<file path="config.mk">
export PLATFORM = sky130hd
export DESIGN_NAME = can_rx_steer
export DESIGN_NICKNAME = d
export VERILOG_FILES = /design/src/rtl/can_rx_pkg.sv /design/src/rtl/can_rx_route.sv /design/src/rtl/can_rx_msgbuf.sv /design/src/rtl/can_rx_steer.sv
export SDC_FILE = /design/constraint.sdc
export NUM_CORES = 1
export LEC_CHECK = 0
export ABC_AREA = 1
export BUFFER_PORTS_ARGS = -buffer_cell sky130_fd_sc_hd__buf_4
export CAP_MARGIN = 20
export CORE_ASPECT_RATIO = 1.25
export CORE_UTILIZATION = 53
export DETAILED_ROUTE_END_ITERATION = 8
export GPL_TIMING_DRIVEN = 1
export PLACE_DENSITY_LB_ADDON = 0.1
export SLEW_MARGIN = 15
export SYNTH_ARGS = -nofsm -noshare
export SYNTH_HDL_FRONTEND = slang
export SYNTH_SLANG_ARGS = --single-unit
</file>
<file path="constraint.sdc">
create_clock -name clk -period 2.9 [get_ports clk]
set_input_delay 0.58 -clock clk [delete_from_list [all_inputs] [get_ports clk]]
set_output_delay 0.58 -clock clk [all_outputs]
set_load 0.03 [all_outputs]
</file>
<file path="src/rtl/can_rx_pkg.sv">
package can_rx_pkg;

    localparam int unsigned CAN_ID_W      = 29;
    localparam int unsigned CAN_PAY_BYTES = 8;
    localparam int unsigned CAN_DLC_W     = 4;
    localparam int unsigned HIT_W         = 3;
    localparam int unsigned REG_OFF_W     = 4;

    localparam logic [REG_OFF_W-1:0] OFF_CTRL = 4'd0;
    localparam logic [REG_OFF_W-1:0] OFF_ID   = 4'd1;
    localparam logic [REG_OFF_W-1:0] OFF_DLC  = 4'd5;
    localparam logic [REG_OFF_W-1:0] OFF_DATA = 4'd6;

    typedef enum logic [1:0] {
        RXM_VALID = 2'b00,
        RXM_STD   = 2'b01,
        RXM_EXT   = 2'b10,
        RXM_ALL   = 2'b11
    } rx_mode_e;

    typedef struct packed {
        logic [CAN_ID_W-1:0]        id;
        logic                       ext;
        logic                       rtr;
        logic [CAN_DLC_W-1:0]       dlc;
        logic [8*CAN_PAY_BYTES-1:0] data;
    } can_frame_t;

    function automatic logic mode_accepts(rx_mode_e m, logic ext, logic err);
        logic ok;
        unique case (m)
            RXM_ALL:   ok = 1'b1;
            RXM_STD:   ok = !err && !ext;
            RXM_EXT:   ok = !err && ext;
            default:   ok = !err;
        endcase
        return ok;
    endfunction

endpackage

</file>
<file path="src/rtl/can_rx_route.sv">
module can_rx_route
    import can_rx_pkg::*;
#(
    parameter int unsigned NUM_FILT_B0 = 2,
    parameter int unsigned NUM_FILT    = 6
) (
    input  logic             clk,
    input  logic             rst,
    input  logic             frm_done,
    input  logic [HIT_W-1:0] frm_filt,
    input  logic             frm_ext,
    input  logic             frm_err,
    input  rx_mode_e         mode [2],
    input  logic [1:0]       full,
    input  logic             dben,
    output logic [1:0]       store,
    output logic [1:0]       ovf_set
);
    localparam logic [HIT_W-1:0] B0_LIM  = HIT_W'(NUM_FILT_B0);
    localparam logic [HIT_W-1:0] ALL_LIM = HIT_W'(NUM_FILT);

    logic tgt0, tgt1, acc0, acc1, roll, want1;

    always_comb begin
        tgt0    = frm_filt < B0_LIM;
        tgt1    = !tgt0 && (frm_filt < ALL_LIM);
        acc0    = frm_done && tgt0 && mode_accepts(mode[0], frm_ext, frm_err);
        acc1    = frm_done && tgt1 && mode_accepts(mode[1], frm_ext, frm_err);
        roll    = acc0 && full[0] && dben;
        want1   = acc1 || roll;
        store   = {want1 && !full[1], acc0 && !full[0]};
        ovf_set = {want1 && full[1], acc0 && full[0] && !dben};
    end


    one_target_chk: assert property (@(posedge clk) disable iff (rst)
        $onehot0(store));


    std_only_chk: assert property (@(posedge clk) disable iff (rst)
        (store[0] && mode[0] == RXM_STD) |-> !frm_ext);


    drop_not_store_chk: assert property (@(posedge clk) disable iff (rst)
        (|ovf_set) |-> !(|store));

endmodule

</file>
<file path="src/rtl/can_rx_msgbuf.sv">
module can_rx_msgbuf
    import can_rx_pkg::*;
#(
    parameter bit IS_PRIMARY = 1'b1
) (
    input  logic                 clk,
    input  logic                 rst,
    input  logic                 st_en,
    input  can_frame_t           st_frm,
    input  logic [HIT_W-1:0]     st_hit,
    input  logic                 ovf_set,
    input  logic                 wr_en,
    input  logic [REG_OFF_W-1:0] wr_off,
    input  logic [7:0]           wr_data,
    input  logic [REG_OFF_W-1:0] rd_off,
    output logic [7:0]           rd_data,
    output logic                 full,
    output rx_mode_e             mode,
    output logic                 dben,
    output logic                 ovf,
    output logic                 irq
);
    localparam int unsigned PAY_IW = $clog2(CAN_PAY_BYTES);

    logic                       full_q, rtr_q, dben_q, ovf_q, irq_q;
    rx_mode_e                   mode_q;
    logic [HIT_W-1:0]           hit_q;
    logic [CAN_ID_W-1:0]        id_q;
    logic [CAN_DLC_W-1:0]       dlc_q;
    logic [8*CAN_PAY_BYTES-1:0] data_q;
    logic                       ctrl_wr;
    logic [31:0]                id32;
    logic [1:0]                 id_byte;
    logic [PAY_IW-1:0]          pay_byte;
    logic [7:0]                 ctrl_rd;
    logic                       unused_wbits;

    assign ctrl_wr      = wr_en && (wr_off == OFF_CTRL);
    assign unused_wbits = ^{wr_data[4:3], wr_data[1:0]};

    always_ff @(posedge clk) begin
        if (rst) begin
            full_q <= 1'b0;
            rtr_q  <= 1'b0;
            dben_q <= 1'b0;
            ovf_q  <= 1'b0;
            irq_q  <= 1'b0;
            mode_q <= RXM_VALID;
            hit_q  <= '0;
            id_q   <= '0;
            dlc_q  <= '0;
            data_q <= '0;
        end else begin
            irq_q <= st_en;
            if (ctrl_wr) begin
                mode_q <= rx_mode_e'(wr_data[6:5]);
                dben_q <= IS_PRIMARY ? wr_data[2] : 1'b0;
                if (!wr_data[7]) begin
                    full_q <= 1'b0;
                    ovf_q  <= 1'b0;
                end
            end
            if (st_en) begin
                full_q <= 1'b1;
                rtr_q  <= st_frm.rtr;
                hit_q  <= st_hit;
                id_q   <= st_frm.id;
                dlc_q  <= st_frm.dlc;
                data_q <= st_frm.data;
            end
            if (ovf_set) ovf_q <= 1'b1;
        end
    end

    always_comb begin
        ctrl_rd  = IS_PRIMARY ? {full_q, mode_q, 1'b0, rtr_q, dben_q, dben_q, hit_q[0]}
                              : {full_q, mode_q, 1'b0, rtr_q, hit_q};
        id32     = {{(32-CAN_ID_W){1'b0}}, id_q};
        id_byte  = 2'(rd_off - OFF_ID);
        pay_byte = PAY_IW'(rd_off - OFF_DATA);
        if (rd_off == OFF_CTRL)
            rd_data = ctrl_rd;
        else if (rd_off < OFF_DLC)
            rd_data = id32[{id_byte, 3'b000} +: 8];
        else if (rd_off == OFF_DLC)
            rd_data = {{(8-CAN_DLC_W){1'b0}}, dlc_q};
        else if (rd_off < OFF_DATA + REG_OFF_W'(CAN_PAY_BYTES))
            rd_data = data_q[{pay_byte, 3'b000} +: 8];
        else
            rd_data = 8'h00;
    end

    assign full = full_q;
    assign mode = mode_q;
    assign dben = dben_q;
    assign ovf  = ovf_q;
    assign irq  = irq_q;


    full_hold_chk: assert property (@(posedge clk) disable iff (rst)
        (full_q && !(ctrl_wr && !wr_data[7])) |=> full_q);


    no_overwrite_chk: assert property (@(posedge clk) disable iff (rst)
        full_q |-> !st_en);


    payload_stable_chk: assert property (@(posedge clk) disable iff (rst)
        full_q |=> ($stable(id_q) && $stable(data_q) && $stable(dlc_q)));


    irq_full_chk: assert property (@(posedge clk) disable iff (rst)
        irq_q |-> full_q);

endmodule

</file>
<file path="src/rtl/can_rx_steer.sv">
module can_rx_steer
    import can_rx_pkg::*;
#(
    parameter int unsigned NUM_FILT_B0 = 2,
    parameter int unsigned NUM_FILT    = 6
) (
    input  logic                       clk,
    input  logic                       rst,
    input  logic                       frm_done,
    input  logic [CAN_ID_W-1:0]        frm_id,
    input  logic                       frm_ext,
    input  logic                       frm_rtr,
    input  logic [CAN_DLC_W-1:0]       frm_dlc,
    input  logic [8*CAN_PAY_BYTES-1:0] frm_data,
    input  logic                       frm_err,
    input  logic [HIT_W-1:0]           frm_filt,
    input  logic                       reg_wr,
    input  logic [REG_OFF_W:0]         reg_addr,
    input  logic [7:0]                 reg_wdata,
    output logic [7:0]                 reg_rdata,
    output logic [1:0]                 buf_full,
    output logic [1:0]                 buf_ovf,
    output logic [1:0]                 rx_irq
);
    localparam int unsigned NBUF = 2;

    can_frame_t frame;
    rx_mode_e   mode_w [NBUF];
    logic [1:0] dben_w;
    logic [1:0] store_w, ovf_set_w;
    logic [7:0] rd_w [NBUF];
    logic       sel;

    assign frame = '{id: frm_id, ext: frm_ext, rtr: frm_rtr, dlc: frm_dlc, data: frm_data};
    assign sel   = reg_addr[REG_OFF_W];

    can_rx_route #(
        .NUM_FILT_B0 (NUM_FILT_B0),
        .NUM_FILT    (NUM_FILT)
    ) route_i (
        .clk      (clk),
        .rst      (rst),
        .frm_done (frm_done),
        .frm_filt (frm_filt),
        .frm_ext  (frm_ext),
        .frm_err  (frm_err),
        .mode     (mode_w),
        .full     (buf_full),
        .dben     (dben_w[0]),
        .store    (store_w),
        .ovf_set  (ovf_set_w)
    );

    for (genvar b = 0; b < NBUF; b++) begin : g_buf
        can_rx_msgbuf #(
            .IS_PRIMARY (b == 0)
        ) buf_i (
            .clk     (clk),
            .rst     (rst),
            .st_en   (store_w[b]),
            .st_frm  (frame),
            .st_hit  (frm_filt),
            .ovf_set (ovf_set_w[b]),
            .wr_en   (reg_wr && (sel == 1'(b))),
            .wr_off  (reg_addr[REG_OFF_W-1:0]),
            .wr_data (reg_wdata),
            .rd_off  (reg_addr[REG_OFF_W-1:0]),
            .rd_data (rd_w[b]),
            .full    (buf_full[b]),
            .mode    (mode_w[b]),
            .dben    (dben_w[b]),
            .ovf     (buf_ovf[b]),
            .irq     (rx_irq[b])
        );
    end

    assign reg_rdata = sel ? rd_w[1] : rd_w[0];


    no_dben_buf1_chk: assert property (@(posedge clk) disable iff (rst)
        !dben_w[1]);

endmodule

</file>
Word-level counts from Yosys, hierarchy flattened
Index checks and enable logic that the tools add are counted.
{ "classes": {"addsub": 2, "n_lt_le_gt_ge": 4, "eq_ne": 11, "shift": 4, "muxes": 18, "n_bitwise": 1, "reduce_logical": 33} }
{ "op_table": {"columns": ["operator", "n"], "rows": [
  ["$shiftx A64 B7 Y8", 2],
  ["$mux W8", 9],
  ["$shiftx A32 B6 Y8", 2],
  ["$logic_and A1 B1 Y1", 17],
  ["$eq A2 B2 Y1 const B", 4],
  ["$ne A2 B1 Y1 const B", 4],
  ["$reduce_and A2 Y1", 4],
  ["$reduce_bool A2 Y1", 4],
  ["$mux W1", 7],
  ["$logic_not A1 Y1", 6],
  ["$pmux W1 S3", 2],
  ["$eq A2 B1 Y1 const B", 2],
  ["$eq A4 B3 Y1 const B", 1],
  ["$logic_not A4 Y1", 1],
  ["$lt A4 B3 Y1 const B", 1],
  ["$lt A4 B4 Y1 const B", 1],
  ["$lt A3 B2 Y1 const B", 1],
  ["$lt A3 B3 Y1 const B", 1],
  ["$sub A3 B3 Y3 const B", 1],
  ["$sub A2 B1 Y2 const B", 1],
  ["$logic_or A1 B1 Y1", 1],
  ["$not A1 Y1", 1]
]} }
{ "totals": {"ff_bits": 211, "inputBits": 120, "output_inout_bits": 14, "wordCells": 92} }

Logic depth before layout (Yosys ltp)
{ "logic_depth": {"word_depth": 10, "mapped_depth": 17, "mapped_depth_nobuf": 12} }

Hierarchy
From an unflattened synthesis, not the netlist that was laid out.
{ "unflattened": {"cells_unflattened": 1511, "area_unflattened_um2": 10078.4} }
{ "modules_own_cells": {"columns": ["mod", "n_inst", "cells_each", "area_per_inst_um2", "seq_area_each_um2"], "rows": [
  ["can_rx_msgbuf (g_buf[1].buf_i)", 1, 730, 4972.3, 2122.0],
  ["can_rx_msgbuf (g_buf[0].buf_i)", 1, 726, 4850.9, 2102.0],
  ["can_rx_route", 1, 25, 138.9, 0.0],
  ["can_rx_steer", 1, 30, 116.4, 0.0]
]} }

Least setup slack after synthesis
OpenSTA, ideal clock, no wires.
{ "synth_timing": {"path_type": "input to output", "start": "in reg_addr[0]", "end": "out reg_rdata[4]", "arrival_time_ns": 2.578, "t_required_ns": 2.320, "path_slack_ns": -0.258, "cell_stages": 14, "n_path_buf": 5, "path_cell_list": "buf_2 -> inv_2 -> buf_6 -> buf_6 -> buf_6 -> ha_1 -> inv_1 -> clkbuf_1 -> a21oi_1 -> o21ai_0 -> nand3_1 -> nand3_1 -> nand2_1 -> a21oi_1"} }
{ "synth_via": {"elab_chain_len": 7, "elab_cells_between_ends": 19} }
{ "synth_rtl": {"columns": ["item", "line_no", "source"], "rows": [
  ["from (decl)", "can_rx_steer.sv:18", "input logic [REG_OFF_W:0] reg_addr,"],
  ["$sub A3 B3 Y3", "can_rx_msgbuf.sv:80", "pay_byte = PAY_IW'(rd_off - OFF_DATA);"],
  ["$shiftx A64 B7 Y8", "can_rx_msgbuf.sv:88", "rd_data = data_q[{pay_byte, 3'b000} +: 8];"],
  ["$mux W8", "can_rx_msgbuf.sv:87", "else if (rd_off < OFF_DATA + REG_OFF_W'(CAN_PAY_BYTES))"],
  ["$mux W8", "can_rx_msgbuf.sv:85", "else if (rd_off == OFF_DLC)"],
  ["$mux W8", "can_rx_msgbuf.sv:83", "else if (rd_off < OFF_DLC)"],
  ["$mux W8", "can_rx_msgbuf.sv:81", "if (rd_off == OFF_CTRL)"],
  ["$mux W8 *", "can_rx_steer.sv:77", "assign reg_rdata = sel ? rd_w[1] : rd_w[0];"],
  ["to (decl)", "can_rx_steer.sv:20", "output logic [7:0] reg_rdata,"]
]} }
Mark *: on every way between the ends. The rest lies on a longest branch, timed or not.

Final worst setup path
{ "layout_timing": {"start": "in reg_addr[0]", "end": "out reg_rdata[5]"} }
The elaborated chain is that of the path after synthesis.

==> reports/summary.txt <==
Status: complete, no violations
CTS buffer count: 22
Nets@finish: 1907
Largest net degree at the start of global routing: 173
ANT cells: 0
Sw Ratio: 27.0%
Setup Skew: 0.00504 ns
Initial antenna violation count: 0
Worst setup margin: 0.0939 ns
Clock power share: 42.2%
Syn Nets: 1844
Fin. Hold Viols: 0
Unrepaired setup endpoints after global routing: no
Worst Max-Slew Pin Slew: 0.653 ns
CP cell instances: buf_4, inv_2, ha_2, buf_12, buf_4, o21ai_0, o211ai_1, nand2_1, nand2_1, nand3_1, nand2_1, buf_4
Slew Limit Fails: 0
HP Class: in2reg
Die ar.: 21400 µm²
H-tree Lvls: 1
Crit-path slowest cell: ha_2
Worst EP required: 2.32 ns
Power Total: 7.45 mW
DIE HEIGHT: 163 µm
Core area: 20200 µm²
Largest cells by area after synthesis: dfxtp_1 38%, nand2_1 12%, inv_1 10%
Mapped Area: 11000 µm²
Internal Power: 5.44 mW
Sequential area share after synthesis: 38.3%
DR iter-0 viols: 696
Number of global-route vias before repair: 9541
Synth top area share: 38.3%
Sw Pwr: 2.01 mW
Layout cells sized above 1: 12.8%
Initial Utilization: 54.5%
Static leakage: 6.10 nW
Netlist cell types: 25
Design Area, Final: 13000 µm²
Pwr per Cell Area: 574 nW/µm²
Final Setup Violations: 0
Synth Flop Type: dfxtp_1
CTS clk-pin slew, worst paths: 0.06 ns
Root buf cell: clkbuf_16
Part of the power in registers: 41.7%
Top post-synthesis cells by count: 346 x nand2_1, 300 x inv_1, 222 x a21oi_1
Post-DRT Antenna Nets: 0
Critical Path Max Stage Delay: 0.37 ns
DRC violations left: 0
Peak supply drop: 0.513 mV
DR vias: 10700
Detailed Routing Iterations Pass 1: 5
CP startpoint kind: input port
Synth-to-Final Area Change: 17.6%
Crit end category: output pin
Worst slack after detailed placement: 0.0740 ns
Vias per cell: 5.17
Cell row count: 58
Remaining Overflow, GRT: 0
Post-synth EDFFs: 0
Final TNS setup: 0 ns
Global-route wire length before repair: 47.5 mm
Gate power share: 16.2%
Placed cell areas: 12000 µm²
Hold_buf cts: 0
Die X: 131 µm
Yosys warning count: 0
DP Wirelength: 19.7 mm
IO buf count: 129
GRT Overall Usage: 28.2%
Worst path arrival time: 2.23 ns
Max_slew headroom: 56.4%
Post-layout min period: 2.81 ns
Post-synthesis register bit count: 211
F_max: 0.356 GHz
Final period util: 96.8%
Clock sink count: 211
Mean Syn Cell Area: 6.41 µm²
Total of max-cap violations: 0
Ys async rst share: 0%
Mapped Cells: 1721
CP Class: in2out
Count leader, synth: nand2_1
Post-Route WL: 30.3 mm
Maximum clock path buffer count: 3
Crit-path max FO: 11
Clk_lat worst skew: 0.50 ns
Routability cong.: 0.909
CTS tree: done
Post-synth top area cell: dfxtp_1
Routed WL per cell: 14.6 µm
I/O pin total: 134
==> through the flow <==
stage / util, % / cells / hold slack (ns)
2_1_floorplan: - / 1721 / 0.420
3_3_place_gp: 59.5 / 2024 / 0.430
3_5_place_dp: 59.5 / 2024 / 0.432
4_1_cts: 63.5 / 2064 / 0.294
5_1_grt: 64.1 / 2070 / 0.297
6_report: 64.1 / 2070 / 0.298
==> worst paths after layout <==
check        slack [ns]  depth (start not counted)                        to               startpoint
max reg2reg        0.91                          8  g_buf[1].buf_i.data_q[2]   g_buf[0].buf_i.mode[1]
min reg2reg        0.44                          2   g_buf[0].buf_i.id_q[19]  g_buf[0].buf_i.id_q[19]
min                0.30                          2        g_buf[1].buf_i.ovf                      rst
max                0.09                         12              reg_rdata[5]              reg_addr[0]
==> power by group through the flow <==
| stage | Combinational, mW | Clock, mW | Sequential (mW) |
|---|---|---|---|
| global placement | 1.16 | 0 | 3.17 |
| detailed placement | 1.17 | 0 | 3.17 |
| global route | 1.34 | 3.29 | 3.12 |
| finish | 1.20 | 3.14 | 3.11 |
| CTS | 1.18 | 3.18 | 3.11 |
| floorplan | 0.780 | 0 | 3.15 |
==> layer usage <==
layer  vias to the layer above  global-route usage (%)  part of all wire (%)
met5                         -                       0                     0
met1                      4852                    36.8                    43
met3                        62                    2.75                   5.0
met2                       279                    47.5                    49
li1                       5509                       -                     -
met4                         0                    11.3                   3.5
==> critical path, delay by kind of cell <==
family | cells | cell delay [ns]
adders and majority gates | 1 | 0.37
buffers and inverters | 5 | 0.60
AOI/OAI and AO/OA | 2 | 0.27
and+or+nand+nor | 4 | 0.39
==> cells in the final DEF, fill, tap and decap left out, types with 2 or more instances in the layout <==
master      Yosys  final
nand2_1       346    346
clkbuf_8        0      5
buf_6          25      2
clkinvlp_4      0      3
nor2_4          2      2
inv_1         300    296
ha_1            3      2
o21ai_2         1      2
buf_12          0     15
o21ai_1         6      8
nor3_1          2      2
dfxtp_1       211    211
bufinv_16       0      4
or2_2           3      3
a21oi_1       222    221
o21ai_0       145    142
buf_4          22    147
nor2_1        146    146
nand4_1         2      2
inv_2           4      7
inv_4           1      2
o211ai_1       26     26
clkbuf_16       0     26
clkinv_2        0      4
nand3_1       168    166
==> state kept, by name, indices dropped and copies added, names as in the netlist, 4 cells and up <==
name,flops
g_buf.buf_i.mode,4
g_buf.buf_i.data_q,128
g_buf.buf_i.id_q,58
g_buf.buf_i.dlc_q,8
g_buf.buf_i.hit_q,4
==> what timing repair did <==
| item | in CTS | in global routing |
|---|---|---|
| hold endpoints to repair | 0 | 0 |
| buffers inserted | 0 | 2 |
| setup endpoints to repair | 0 | 8 |
| gates resized for setup | 0 | 12 |
==> cell families (layout without fill, tap and decap cells) <==
| group | Yosys count | count (layout) | synth area share, % |
|---|---|---|---|
| DFF | 211 | 211 | 38.3 |
| adders and majority gates | 3 | 3 | 0.340 |
| AOI/OAI and AO/OA | 400 | 400 | 18.8 |
| and+or+nand+nor | 671 | 671 | 25.0 |
| buffers and inverters | 436 | 515 | 17.6 |
==> cell type report <==
type,instances,area [µm²]
clock inverter,11,164
timing repair inverter,1,7.51
clock buffer,29,648
sequential,211,4220
inverter,306,1160
fill,1938,7270
timing repair buffer,168,1520
multi-input combinational,1074,4920
tap,270,338
(Power assumes the default switching activity.)
